File: config.mk
export PLATFORM = sky130hd
export DESIGN_NAME = br_resolver
export DESIGN_NICKNAME = d
export VERILOG_FILES = /design/src/rtl/br_pkg.sv /design/src/rtl/br_field.sv /design/src/rtl/br_cond.sv /design/src/rtl/br_resolver.sv
export SDC_FILE = /design/constraint.sdc
export NUM_CORES = 1
export LEC_CHECK = 0
export BUFFER_PORTS_ARGS = -buffer_cell sky130_fd_sc_hd__buf_2
export CAP_MARGIN = 25
export CORE_MARGIN = 2
export CORE_UTILIZATION = 40
export DETAILED_ROUTE_END_ITERATION = 16
export HOLD_SLACK_MARGIN = 0.1
export PLACE_DENSITY = 0.64
export RECOVER_POWER = 25
export SLEW_MARGIN = 20
export SYNTH_ARGS = -nofsm -noshare
export SYNTH_HDL_FRONTEND = slang
export SYNTH_SLANG_ARGS = --single-unit
File: constraint.sdc
create_clock -name clk -period 3.3 [get_ports clk]
set_input_delay 0.165 -clock clk [delete_from_list [all_inputs] [get_ports clk]]
set_output_delay 0.165 -clock clk [all_outputs]
set_load 0.01 [all_outputs]
File: src/rtl/br_pkg.sv
package br_pkg;

    typedef enum logic [4:0] {
        OP_JMP    = 5'd0,
        OP_JAND   = 5'd1,
        OP_JNAND  = 5'd2,
        OP_JALL   = 5'd3,
        OP_JNALL  = 5'd4,
        OP_JEQ    = 5'd5,
        OP_JNE    = 5'd6,
        OP_JLTS   = 5'd7,
        OP_JGES   = 5'd8,
        OP_JGTS   = 5'd9,
        OP_JLES   = 5'd10,
        OP_JLTU   = 5'd11,
        OP_JGEU   = 5'd12,
        OP_JGTU   = 5'd13,
        OP_JLEU   = 5'd14,
        OP_JDNEG  = 5'd15,
        OP_JDNNEG = 5'd16,
        OP_JDPOS  = 5'd17,
        OP_JDNPOS = 5'd18,
        OP_JFZ    = 5'd19,
        OP_JFNZ   = 5'd20,
        OP_JEXT   = 5'd21,
        OP_CALL   = 5'd22,
        OP_RET    = 5'd23
    } br_op_e;

endpackage

File: src/rtl/br_field.sv
module br_field #(
    parameter int DW  = 16,
    parameter int SHW = $clog2(DW)
) (
    input  logic [DW-1:0]  a_i,
    input  logic [DW-1:0]  b_i,
    input  logic [SHW-1:0] shamt_i,
    input  logic [SHW-1:0] msel_i,
    output logic           zero_o
);
    localparam int PW = 2 * DW;

    logic [PW-1:0] pair_d;
    logic [PW-1:0] mask_d;

    always_comb begin
        pair_d = {a_i, b_i} >> shamt_i;
        for (int i = 0; i < PW; i++) begin
            mask_d[i] = (i <= int'(msel_i));
        end
        zero_o = ((pair_d & mask_d) == '0);
    end

endmodule

File: src/rtl/br_cond.sv
module br_cond
    import br_pkg::*;
#(
    parameter int DW   = 16,
    parameter int EXTW = 64,
    parameter int SHW  = $clog2(DW),
    parameter int SELW = $clog2(EXTW)
) (
    input  logic            clk,
    input  logic            rst_n,
    input  br_op_e          op_i,
    input  logic [DW-1:0]   a_i,
    input  logic [DW-1:0]   b_i,
    input  logic [SHW-1:0]  shamt_i,
    input  logic [SHW-1:0]  msel_i,
    input  logic [EXTW-1:0] ext_i,
    input  logic [SELW-1:0] ext_sel_i,
    input  logic            ext_pol_i,
    output logic            taken_o
);
    logic [DW-1:0] diff_d;
    logic          and_nz_d;
    logic          all_d;
    logic          eq_d;
    logic          lts_d;
    logic          ltu_d;
    logic          dneg_d;
    logic          dzero_d;
    logic          fzero_d;

    br_field #(.DW(DW), .SHW(SHW)) u_field (
        .a_i     (a_i),
        .b_i     (b_i),
        .shamt_i (shamt_i),
        .msel_i  (msel_i),
        .zero_o  (fzero_d)
    );

    always_comb begin
        diff_d   = a_i - b_i;
        and_nz_d = ((a_i & b_i) != '0);
        all_d    = ((a_i & b_i) == b_i);
        eq_d     = (a_i == b_i);
        lts_d    = ($signed(a_i) < $signed(b_i));
        ltu_d    = (a_i < b_i);
        dneg_d   = diff_d[DW-1];
        dzero_d  = (diff_d == '0);

        unique case (op_i)
            OP_JMP:    taken_o = 1'b1;
            OP_JAND:   taken_o = and_nz_d;
            OP_JNAND:  taken_o = !and_nz_d;
            OP_JALL:   taken_o = all_d;
            OP_JNALL:  taken_o = !all_d;
            OP_JEQ:    taken_o = eq_d;
            OP_JNE:    taken_o = !eq_d;
            OP_JLTS:   taken_o = lts_d;
            OP_JGES:   taken_o = !lts_d;
            OP_JGTS:   taken_o = !lts_d && !eq_d;
            OP_JLES:   taken_o = lts_d || eq_d;
            OP_JLTU:   taken_o = ltu_d;
            OP_JGEU:   taken_o = !ltu_d;
            OP_JGTU:   taken_o = !ltu_d && !eq_d;
            OP_JLEU:   taken_o = ltu_d || eq_d;
            OP_JDNEG:  taken_o = dneg_d;
            OP_JDNNEG: taken_o = !dneg_d;
            OP_JDPOS:  taken_o = !dneg_d && !dzero_d;
            OP_JDNPOS: taken_o = dneg_d || dzero_d;
            OP_JFZ:    taken_o = fzero_d;
            OP_JFNZ:   taken_o = !fzero_d;
            OP_JEXT:   taken_o = ext_i[ext_sel_i] ^ ext_pol_i;
            OP_CALL:   taken_o = 1'b1;
            OP_RET:    taken_o = 1'b1;
            default:   taken_o = 1'b0;
        endcase
    end


    jmp_always_chk: assert property (@(posedge clk) disable iff (!rst_n)
        (op_i == OP_JMP) |-> taken_o);


    eq_operands_chk: assert property (@(posedge clk) disable iff (!rst_n)
        (op_i == OP_JEQ && taken_o) |-> (a_i == b_i));


    ext_polarity_chk: assert property (@(posedge clk) disable iff (!rst_n)
        (op_i == OP_JEXT && taken_o) |-> (ext_i[ext_sel_i] != ext_pol_i));


    signed_order_chk: assert property (@(posedge clk) disable iff (!rst_n)
        (op_i == OP_JGTS && taken_o) |-> !(op_i == OP_JLES) && (a_i != b_i));

endmodule

File: src/rtl/br_resolver.sv
module br_resolver
    import br_pkg::*;
#(
    parameter int DW    = 16,
    parameter int PCW   = 16,
    parameter int NLINK = 4,
    parameter int EXTW  = 64,
    localparam int LW   = $clog2(NLINK),
    localparam int SHW  = $clog2(DW),
    localparam int SELW = $clog2(EXTW)
) (
    input  logic            clk,
    input  logic            rst_n,
    input  logic            step_i,
    input  logic [4:0]      op_i,
    input  logic [DW-1:0]   a_i,
    input  logic [DW-1:0]   b_i,
    input  logic [SHW-1:0]  shamt_i,
    input  logic [SHW-1:0]  msel_i,
    input  logic [EXTW-1:0] ext_i,
    input  logic [SELW-1:0] ext_sel_i,
    input  logic            ext_pol_i,
    input  logic [PCW-1:0]  target_i,
    input  logic [LW-1:0]   lnk_wr_i,
    input  logic [LW-1:0]   lnk_rd_i,
    output logic            taken_o,
    output logic [PCW-1:0]  next_pc_o,
    output logic [PCW-1:0]  pc_o
);
    typedef struct packed {
        logic [PCW-1:0]              pc;
        logic [NLINK-1:0][PCW-1:0]   lnk;
    } seq_state_t;

    br_op_e     op_d;
    seq_state_t st_d;
    seq_state_t st_q;
    logic [PCW-1:0] seq_pc_d;
    logic           cond_taken_d;

    assign op_d = br_op_e'(op_i);

    br_cond #(.DW(DW), .EXTW(EXTW), .SHW(SHW), .SELW(SELW)) u_cond (
        .clk       (clk),
        .rst_n     (rst_n),
        .op_i      (op_d),
        .a_i       (a_i),
        .b_i       (b_i),
        .shamt_i   (shamt_i),
        .msel_i    (msel_i),
        .ext_i     (ext_i),
        .ext_sel_i (ext_sel_i),
        .ext_pol_i (ext_pol_i),
        .taken_o   (cond_taken_d)
    );

    always_comb begin
        st_d     = st_q;
        seq_pc_d = st_q.pc + PCW'(1);
        if (op_d == OP_RET) begin
            next_pc_o = st_q.lnk[lnk_rd_i];
        end else if (cond_taken_d) begin
            next_pc_o = target_i;
        end else begin
            next_pc_o = seq_pc_d;
        end
        if (step_i) begin
            st_d.pc = next_pc_o;
            if (op_d == OP_CALL || op_d == OP_RET) begin
                st_d.lnk[lnk_wr_i] = seq_pc_d;
            end
        end
    end

    always_ff @(posedge clk) begin
        if (!rst_n) begin
            st_q <= '0;
        end else begin
            st_q <= st_d;
        end
    end

    assign taken_o = cond_taken_d;
    assign pc_o    = st_q.pc;


    call_target_chk: assert property (@(posedge clk) disable iff (!rst_n)
        (step_i && op_d == OP_CALL) |=> (pc_o == $past(target_i)));


    ret_old_link_chk: assert property (@(posedge clk) disable iff (!rst_n)
        (step_i && op_d == OP_RET) |=> (pc_o == $past(st_q.lnk[lnk_rd_i])));


    hold_pc_chk: assert property (@(posedge clk) disable iff (!rst_n)
        !step_i |=> $stable(pc_o));


    fall_through_chk: assert property (@(posedge clk) disable iff (!rst_n)
        (step_i && !taken_o) |=> (pc_o == $past(pc_o) + PCW'(1)));

endmodule

==> results.txt <==
Antenna violations before repair -> 0
WL/cell -> 19.4 um
Vias in the first global route -> 8,085
Violated checks -> negative setup slack
Slew of the pin with the lowest slew margin -> 1.49 ns
Synth warnings -> 0
Commonest non-fill, non-tap cells in the layout -> buf_4 (162), buf_2 (151), nand2_1 (106)
Hold_buf cts -> 0
CP arrival -> 3.64 ns
Critical Path Source Type -> input port
Final worst slack -> -0.500 ns
Die area -> 20,900 sq um
Rel. slew slack -> 0.00865
First drt pass iteration count -> 6
Hold slack -> 0.187 ns
Crit-path cells -> buf_8 -> inv_4 -> ha_4 -> fa_2 -> nor2b_4 -> buf_6 -> nor2_4 -> a211o_1 -> nor4_2 -> o2111ai_1 -> a2111oi_2 -> buf_4 -> a41oi_4 -> mux2i_2 -> a311oi_4 -> buf_6 -> buf_6 -> mux2i_1 -> a21oi_1 -> buf_2
Initial Util -> 0.407
Die width -> 145 um
Share of cells above drive strength 1 -> 0.384
Clock share of power -> 0.288
CTS sink count -> 80
F_max -> 263 MHz
Synth Area per Inst -> 8.88 sq um
Placer Congestion -> 0.936
Clk slew on worst S/H paths -> 0.06 ns
Comb power frac -> 0.399
Max incr delay on CP -> 0.36 ns
Core Util, Final -> 0.545
Final setup viols -> 33
Netlist cell types -> 73
Syn Nets -> 1,081
DRT Wirelength -> 27,900 um
Setup TNS Final -> -8.95 ns
P per Cell Area -> 307 nW/um^2
EDFF count, synth -> 0
Final Hold Vio Count -> 0
Total number of vias -> 8,187
Row count -> 51
H-tree levels -> 3
Die H -> 145 um
Min cycle time layout -> 3.80 ns
Total global-route track usage -> 0.261
Detailed router's first-iteration violation count -> 649
Total core area -> 19,500 sq um
Leakage -> 5.36 nW
Post-Syn Instances -> 892
Switch share -> 0.340
Final ANT Viol Nets -> 0
CP endpoint kind -> output pin
Port Buffer Count -> 171
Max Cap Violations -> 0
Top Ports -> 172
Internal power -> 0.00215 W
Setup Crit Path Kind -> input port to output pin
Worst Path Max Fanout -> 4
Largest net degree at the start of global routing -> 47
Commonest non-fill, non-tap cell in the layout -> buf_4
Hold Path Class -> input port to flop
DR vias/cell -> 5.69
Root buffer cell -> clkbuf_16
Critical path required time -> 3.13 ns
Synth async-reset ratio -> 0
Clock Path Buffers -> 2
Num CTS Buffers -> 9
Cell Area, Synth -> 7920 sq um
DRC -> 0
DP HPWL -> 21,400 um
RSZ-0062 raised after global routing -> true
Area growth syn-to-layout -> 33.9%
Post-route clock period utilization -> 1.15
FILL cells -> 1,813
Overflow after GRT -> 0
Sequential area share after synthesis -> 0.202
Outcome -> complete, but fails checks
Switch Pwr -> 0.00111 W
Ys flop type -> dfxtp_1
Final slew viol count -> 0
Max VDD drop -> 194 uV
Post-synthesis sequential element count -> 80
Clk_lat worst skew -> 0.34 ns
N_diodes -> 0
First-pass GRT wire length -> 42,800 um
Clock Skew -> 0.0112 ns
Most frequent CP cell -> buf_6
Sequential Power Share -> 0.313
Layout Nets -> 1,357
CTS tree -> done
Worst R2R Setup Slack -> 0.78 ns
Critical-path top delay cell -> fa_2
## worst max-delay path, delay by kind of cell
family	cells	cell delay, ns
buf+inv	7	0.88
compound gates	6	1.23
mux	2	0.43
fa+ha+maj	2	0.51
simple gates	3	0.40
## path summary, 6_finish.rpt
check                start           end  depth (start not counted)
setup / recovery    a_i[0]  next_pc_o[0]                         20
hold / removal      step_i       pc_o[0]                          4
setup reg to reg   pc_o[2]      pc_o[11]                         10
hold reg to reg   st_q[16]      st_q[16]                          1
## cells in the mapped netlist, drive strengths merged (6+ instances only)
cell type  count  area (sq um)
a2111oi        6          53.8
a211o          7          61.3
a211oi         6          45.0
a21o           6          45.0
a21oi         27           135
a31oi          8          50.1
a32oi         16           140
and2           8          50.1
and3          11          68.8
buf           38           290
clkbuf        43           163
dfxtp         80          1600
ha            49           613
inv           57           214
mux2           9           105
mux2i         57           571
mux4          50          1130
nand2        106           398
nand2b         9          56.3
nand3         21           105
nand4          6          37.5
nor2          34           128
nor2b         16           100
nor3           8          40.0
nor4          14           103
o211a         60           601
o211ai         8          60.1
o21ai         47           235
xnor2          6          52.6
xor2          15           131
## layout make-up
type | instances | area, sq um | area share
Multi-Input combinational cell | 673 | 5940 | 0.560
Timing Repair Buffer | 346 | 2230 | 0.210
Sequential cell | 80 | 1600 | 0.151
Tap cell | 265 | 332 | 0.0313
Clock buffer | 9 | 225 | 0.0212
Inverter | 58 | 220 | 0.0208
Clock inverter | 7 | 55.1 | 0.00519
## flip-flops by register name, summed over array words and instances, names as in the netlist
| name | count |
|---|---|
| pc_o | 16 |
| st_q | 64 |
## layer usage
layer,part of all wire,track usage
met1,0.42,0.335
met2,0.49,0.450
met3,0.058,0.0290
met4,0.030,0.103
met5,0,0
## through the flow
step,std cells,instance area [sq um],setup WS [ns],power [W]
floorplan,892,7970,0.00354,0.00168
global placement,1411,9970,-0.722,0.00218
detailed placement,1411,9970,-0.708,0.00219
CTS,1439,10400,-0.506,0.00317
global route,1438,10600,-0.655,0.00340
finish,1438,10600,-0.500,0.00325
## timing repair
item	CTS	global route
buffers inserted	11	5
endpoints found under the setup margin	33	33
pin swaps	13	17
gates cloned	1	0
gates resized for setup	18	51
## cell families (layout without fill, tap and decap cells)
kind of cell | after synthesis | count (layout) | synth area share
xor+xnor | 21 | 21 | 0.0232
flops | 80 | 80 | 0.202
compound gates | 232 | 232 | 0.224
buf+inv | 139 | 420 | 0.0847
simple gates | 254 | 254 | 0.157
mux | 116 | 116 | 0.228
fa+ha+maj | 50 | 50 | 0.0799
## power by group through the flow
| stage | Sequential [W] | Combinational [W] | Clock (W) |
|---|---|---|---|
| finish | 0.00102 | 0.00130 | 0.000938 |
| detailed placement | 0.00104 | 0.00115 | 0 |
| global route | 0.00102 | 0.00139 | 0.000988 |
| floorplan | 0.00103 | 0.000652 | 0 |
| global placement | 0.00104 | 0.00114 | 0 |
| CTS | 0.00102 | 0.00121 | 0.000941 |
No activity file was read; power rests on OpenSTA's default activity.
